--- src/rtl/ones_mod3_pkg.sv ---
`timescale 1ns/1ps
package ones_mod3_pkg;

    localparam int SYM_W   = 2;
    localparam int MODULUS = 3;
    localparam int RES_W   = (MODULUS > 1) ? $clog2(MODULUS) : 1;
    localparam int CNT_W   = $clog2(SYM_W + 1);

    typedef logic [RES_W-1:0] residue_t;
    typedef logic [CNT_W-1:0] ones_t;

    typedef struct packed {
        logic             valid;
        logic [SYM_W-1:0] sym;
    } beat_t;

    function automatic logic residue_is_zero(input residue_t r);
        return (r == '0);
    endfunction

endpackage

--- src/rtl/sym_popcount.sv ---
`timescale 1ns/1ps
module sym_popcount #(
    parameter int SYM_W = ones_mod3_pkg::SYM_W,
    localparam int CNT_W = $clog2(SYM_W + 1)
) (
    input  logic [SYM_W-1:0] sym,
    output logic [CNT_W-1:0] ones
);
    always_comb begin
        ones = '0;
        for (int i = 0; i < SYM_W; i++) begin
            ones = ones + CNT_W'(sym[i]);
        end
    end
endmodule

--- src/rtl/residue_step.sv ---
`timescale 1ns/1ps
module residue_step #(
    parameter int MODULUS = ones_mod3_pkg::MODULUS,
    parameter int RES_W   = ones_mod3_pkg::RES_W,
    parameter int CNT_W   = ones_mod3_pkg::CNT_W,
    localparam int SUM_W  = ((RES_W > CNT_W) ? RES_W : CNT_W) + 1
) (
    input  logic [RES_W-1:0] cur,
    input  logic [CNT_W-1:0] inc,
    output logic [RES_W-1:0] nxt
);
    logic [SUM_W-1:0] sum;

    always_comb begin
        sum = SUM_W'(cur) + SUM_W'(inc);
        nxt = RES_W'(sum % SUM_W'(MODULUS));
    end
endmodule

--- src/rtl/residue_reg.sv ---
`timescale 1ns/1ps
module residue_reg #(
    parameter int MODULUS = ones_mod3_pkg::MODULUS,
    parameter int RES_W   = ones_mod3_pkg::RES_W
) (
    input  logic             clk,
    input  logic             rst,
    input  logic             load,
    input  logic [RES_W-1:0] d,
    output logic [RES_W-1:0] q
);
    always_ff @(posedge clk) begin
        if (rst)       q <= '0;
        else if (load) q <= d;
    end

    assert_reset_clears_R1: assert property (@(posedge clk)
        rst |=> (q == '0));

    assert_in_range_R7: assert property (@(posedge clk) disable iff (rst)
        (32'(q) < MODULUS));

    assert_hold_when_idle_R6: assert property (@(posedge clk) disable iff (rst)
        !load |=> $stable(q));
endmodule

--- src/rtl/ones_mod3_detector.sv ---
`timescale 1ns/1ps
module ones_mod3_detector
    import ones_mod3_pkg::*;
(
    input  logic             clk,
    input  logic             rst,
    input  logic             in_valid,
    input  logic [SYM_W-1:0] in_sym,
    output logic             hit
);
    beat_t    beat;
    ones_t    ones;
    residue_t res_q;
    residue_t res_d;

    assign beat.valid = in_valid;
    assign beat.sym   = in_sym;

    sym_popcount #(.SYM_W(SYM_W)) u_pop (
        .sym  (beat.sym),
        .ones (ones)
    );

    residue_step #(.MODULUS(MODULUS), .RES_W(RES_W), .CNT_W(CNT_W)) u_step (
        .cur (res_q),
        .inc (ones),
        .nxt (res_d)
    );

    residue_reg #(.MODULUS(MODULUS), .RES_W(RES_W)) u_reg (
        .clk  (clk),
        .rst  (rst),
        .load (beat.valid),
        .d    (res_d),
        .q    (res_q)
    );

    always_comb begin
        if (beat.valid) hit = residue_is_zero(res_d);
        else            hit = residue_is_zero(res_q);
    end

    assert_zero_word_holds_R2: assert property (@(posedge clk) disable iff (rst)
        (in_valid && in_sym == 2'b00) |=> $stable(res_q));

    assert_single_one_steps_R3: assert property (@(posedge clk) disable iff (rst)
        (in_valid && (in_sym == 2'b01 || in_sym == 2'b10)) |=>
        (32'(res_q) == (32'($past(res_q)) + 1) % MODULUS));

    assert_double_one_steps_R4: assert property (@(posedge clk) disable iff (rst)
        (in_valid && in_sym == 2'b11) |=>
        (32'(res_q) == (32'($past(res_q)) + 2) % MODULUS));

    assert_flag_matches_stored_R5: assert property (@(posedge clk) disable iff (rst)
        (in_valid && hit) |=> (res_q == '0));

    assert_idle_flag_R6: assert property (@(posedge clk) disable iff (rst)
        (!in_valid && hit) |=> (res_q == '0));
endmodule

--- config.mk ---
export PLATFORM = sky130hd
export DESIGN_NAME = ones_mod3_detector
export DESIGN_NICKNAME = d
export VERILOG_FILES = /design/src/rtl/ones_mod3_pkg.sv /design/src/rtl/sym_popcount.sv /design/src/rtl/residue_step.sv /design/src/rtl/residue_reg.sv /design/src/rtl/ones_mod3_detector.sv
export SDC_FILE = /design/constraint.sdc
export NUM_CORES = 1
export LEC_CHECK = 0
export ABC_AREA = 1
export BUFFER_PORTS_ARGS = -buffer_cell sky130_fd_sc_hd__buf_2
export CORE_AREA = 2 2 39 41
export CTS_CLUSTER_DIAMETER = 120
export DETAILED_ROUTE_END_ITERATION = 12
export DIE_AREA = 0 0 41 43
export MAX_ROUTING_LAYER = met4
export PLACE_DENSITY = 0.3
export SLEW_MARGIN = 0
export SYNTH_ARGS = -nofsm -noshare
export SYNTH_HDL_FRONTEND = slang
export SYNTH_SLANG_ARGS = --single-unit
--- constraint.sdc ---
create_clock -name clk -period 2.5 [get_ports clk]
set_input_delay 0.25 -clock clk [delete_from_list [all_inputs] [get_ports clk]]
set_output_delay 0.25 -clock clk [all_outputs]
set_load 0.005 [all_outputs]
[Word level (Yosys, flattened, before mapping)]
Index checks and enable logic that the tools add are counted.
Storage, ports and cells
  flip-flop bits (word level): 2
  output and inout bits: 1
Cells by class
  add/sub/neg operators: 2
  div/mod/pow operators: 1
  multiplexer cells: 1
  reductions and logical operators: 2
Operators with widths (number)
  2-bit logical NOT: 2
  2-bit by 2-bit adder with 3-bit output: 1
  3-bit by 2-bit modulo with 3-bit output (second input constant): 1
  1-bit by 1-bit adder with 2-bit output: 1
  1-bit two-way mux: 1

[Logic depth before layout (Yosys ltp)]
  depth in word-level cells: 5
  depth in mapped cells: 8
  gate-level depth less buffers: 8

[Hierarchy]
Synthesis repeated with hierarchy kept, for this count alone.
Second synthesis, totals
  cells, all modules: 38
  area total of the unflattened synthesis: 219.0 um2
By module, submodules not included
  residue_step: times used 1, cells each 18, area each 102.6 um2, seq. area each 0.0 um2
  residue_reg: times used 1, cells each 13, area each 81.3 um2, seq. area each 40.0 um2
  ones_mod3_detector: times used 1, cells each 6, area each 22.5 um2, seq. area each 0.0 um2
  sym_popcount: times used 1, cells each 1, area each 12.5 um2, seq. area each 0.0 um2

[Worst setup path after synthesis]
Ideal clock, no wire load.
  path type: input to output
  start: input in_sym[0]
  end: output hit
  data arrival time: 1601 ps
  setup slack: 649 ps
  cell stages on the path: 8
  cells stage by stage: fa_1 > inv_1 > fa_1 > nand2_1 > nand2_1 > nor2_1 > nand2_1 > nand2_1
Between the ends
  cells in the longest elaborated chain, start to end: 5
RTL lines
  start, declared: RTL line ones_mod3_detector.sv:8  | input logic [SYM_W-1:0] in_sym,
  1-bit by 1-bit adder with 2-bit output: RTL line sym_popcount.sv:12  | ones = ones + CNT_W'(sym[i]);
  2-bit by 2-bit adder with 3-bit output: RTL line residue_step.sv:15  | sum = SUM_W'(cur) + SUM_W'(inc);
  3-bit by 2-bit modulo with 3-bit output: RTL line residue_step.sv:16  | nxt = RES_W'(sum % SUM_W'(MODULUS));
  2-bit logical NOT: RTL line ones_mod3_pkg.sv:18  | return (r == '0);
  1-bit two-way mux: RTL line ones_mod3_detector.sv:39  | if (beat.valid) hit = residue_is_zero(res_d);
  end, declared: RTL line ones_mod3_detector.sv:9  | output logic hit
No other way between the ends.

[Worst setup path in the final report]
  start: register u_reg.q[0]
  end: output hit
Between the ends
  cells in the longest elaborated chain, start to end: 4
RTL lines
  start, declared: RTL line residue_reg.sv:10  | output logic [RES_W-1:0] q
  start signal, assigned: RTL line residue_reg.sv:13  | if (rst) q <= '0;
  start signal, assigned: RTL line residue_reg.sv:14  | else if (load) q <= d;
  2-bit by 2-bit adder with 3-bit output: RTL line residue_step.sv:15
  3-bit by 2-bit modulo with 3-bit output: RTL line residue_step.sv:16
  2-bit logical NOT: RTL line ones_mod3_pkg.sv:18
  1-bit two-way mux *: RTL line ones_mod3_detector.sv:39
Mark *: on every way between the ends. The rest lies on a longest branch, timed or not.

==> reports/results.tsv <==
stage	metric	value	unit
outcome	status	finished, final reports clean	
drt	viasPerCell	3.58	
clocking	cts_setup_buffers	0	
synthesis	yosysWarnings	0	
sta	hold_viol	0	
clocking	cts.sinks	2	
synthesis	yosysUniqueCellTypes	9	
sta	finalSetupViolations	0	
global_route	grt_usage	7.28	%
critical_path	cp.required	2.25	ns
power	power	0.000181	W
finish	finish.utilization	18.4	%
power	peakVddDrop	0.195	mV
die	dieArea	0.00176	mm2
sta	worst_pin_slew	0.145	ns
clocking	cts.repair.resized	0	
sta	slew_viol_final	0	
sta	final.setup_skew	0.00424	ns
die	die_x	41	um
global_route	overflow	0	
drt	first_pass_iters	4	
clocking	clk_pin_slew	0.03	ns
critical_path	worstPathArrival	2.06	ns
critical_path	worst_setup_path_end_kind	output pin	
synthesis	yosys.area.top_type	dfxtp_1	
drt	vias	190	
min_path	hold_path_depth	4	
critical_path	start_kind	register	
critical_path	reg2regPathDepth	8	
sta	rsz0062_at_grt	false	
critical_path	rr_endpoint	u_reg.q[1]	
drt	routed_wirelength	436	um
sta	fmax	434	MHz
drt	antenna_left	0	
placed_design	dpl.hpwl	367	um
die	core	0.00138	mm2
power	power_leakage	0.146	nW
critical_path	crit_fanout	4	
synthesis	ys_ff_latch	2	
clocking	hold_buffers	0	
finish	nNetsFinal	47	
synthesis	avgSynthCellArea	6.47	um2
global_route	grt_pass1_wl	759	um
min_path	hold_start	rst	
clocking	clk_latency	0.22	ns
finish	fillCellCount	162	
drt	wire_per_inst	8.23	um
finish	stdcell_count	53	
sta	setup_tns	0	ns
clocking	h-tree-depth	1	
sta	fin_crit_sh	92.3	%
finish	drive_gt1_share	21.6	%
power	p_per_area	709	mW/mm2
drt	initialDrtViolationCount	2	
placed_design	dp_cells	50	
finish	diodes	0	
synthesis	ys_seq_area_share	21.3	%
clocking	cts_buffers	3	
clocking	ctsRootBufferMaster	clkbuf_4	
die	ios	6	
die	fp-row-count	14	
global_route	grt_max_degree	5	
finish	syn_to_final_growth	36.0	%
finish	reg_top3	u_reg.q (2)	
drt	route.detailed.drc	0	
synthesis	syn-instance-count	29	
job	max_cap_violations	0	
critical_path	criticalPathCategory	reg2out	
min_path	min_path_type	in2reg	
synthesis	synth_top_area_share	21.3	%
clocking	cts_tree	yes	
finish	largest_register	u_reg.q	
synthesis	yosys-top-cells-area	dfxtp_1, fa_1, nand2_1	
global_route	grt_pass1_vias	194	
finish	largest_reg_flops	2	
placed_design	portBuffers	5	
sta	min_period	2.31	ns
synthesis	synthesis.nets	37	
sta	slew_headroom	90.3	%
die	start_util	13.6	%
die	die_h	43	um
placed_design	gp_congestion	0.664	
synthesis	synth_area	188	um2
min_path	worstHoldEndpoint	u_reg.q[1]	
global_route	antenna_found_initial	0	
critical_path	r2r_slack	0.69	ns
critical_path	worstReg2RegStart	u_reg.q[0]	
clocking	clockBufferDepth	2	
## how the worst max path moves through the flow
stage / start / cells past startpoint / slack [ns] / to
6_report: u_reg.q[0] / 9 / 0.19 / hit
3_5_place_dp: in_sym[0] / 10 / 0.30 / hit
2_1_floorplan: in_sym[0] / 8 / 0.65 / hit
3_3_place_gp: in_sym[0] / 10 / 0.32 / hit
4_1_cts: u_reg.q[0] / 9 / 0.15 / hit
5_1_grt: u_reg.q[0] / 9 / 0.06 / hit
## final cells by class
type,instances,area [um2],area share (%)
Timing Repair Buffer,5,25.0,9.80
Tap cell,16,20.0,7.84
Sequential cell,2,40.0,15.7
Clock buffer,3,22.5,8.82
Multi-Input combinational cell,21,125,49.0
Inverter,6,22.5,8.82
## synthesized netlist by cell type, drive strengths merged
master and count:
nor2 6, o21ai 1, ha 1, nand2 9, fa 2, dfxtp 2
or2 1, inv 6, nand3 1
## layout by cell type, fill, tap and decap left out, drive strengths merged
cell    synthesis  final
dfxtp           2      2
o21ai           1      1
clkbuf          0      3
or2             1      1
buf             0      5
nor2            6      6
inv             6      6
nand3           1      1
fa              2      2
ha              1      1
nand2           9      9
## power by group
part | switching [W] | total, W | internal [W] | leakage, nW
combinational | 0.0000409 | 0.0000708 | 0.0000300 | 0.115
sequential | 0.00000291 | 0.0000392 | 0.0000363 | 0.0166
clock | 0.0000180 | 0.0000709 | 0.0000529 | 0.0138
total | 0.0000618 | 0.000181 | 0.000119 | 0.146
## through the flow
stage | hold WS, ns | cell area [um2] | worst slack [ns]
after floorplan | 0.398 | 188 | 0.649
after global placement | 0.509 | 233 | 0.320
after detailed placement | 0.521 | 233 | 0.297
after CTS | 0.284 | 255 | 0.155
after global routing | 0.288 | 255 | 0.0642
final | 0.289 | 255 | 0.193
## routing by layer
layer  GRT usage (%)  routed length [um]  vias to the layer above  share of wire, %
met5               -                   0                        -                 0
met1            6.05                 172                       87                39
met4            8.00                   0                        0                 0
li1                -                   -                      100                 -
met2            10.6                 255                        3                58
met3            3.14                   8                        0               1.8
## critical path: stages (launching register included)
cell and delay (ns):
dfxtp_1 0.31, fa_1 0.54, inv_1 0.07, fa_1 0.42, nand2_1 0.08, nand2_1 0.05
nor2_1 0.13, nand2_1 0.07, nand2_1 0.06, buf_2 0.10
## kinds of logic (layout without fill, tap and decap cells)
family,Yosys count,after routing,share of synthesized area (%)
AND/OR/NAND/NOR,17,17,36.0
flip-flops,2,2,21.3
AO/OA/AOI/OAI,1,1,2.66
adder cells (fa/ha/maj),3,3,28.0
buffers and inverters,6,14,12.0
No activity file was read; power rests on OpenSTA's default activity.
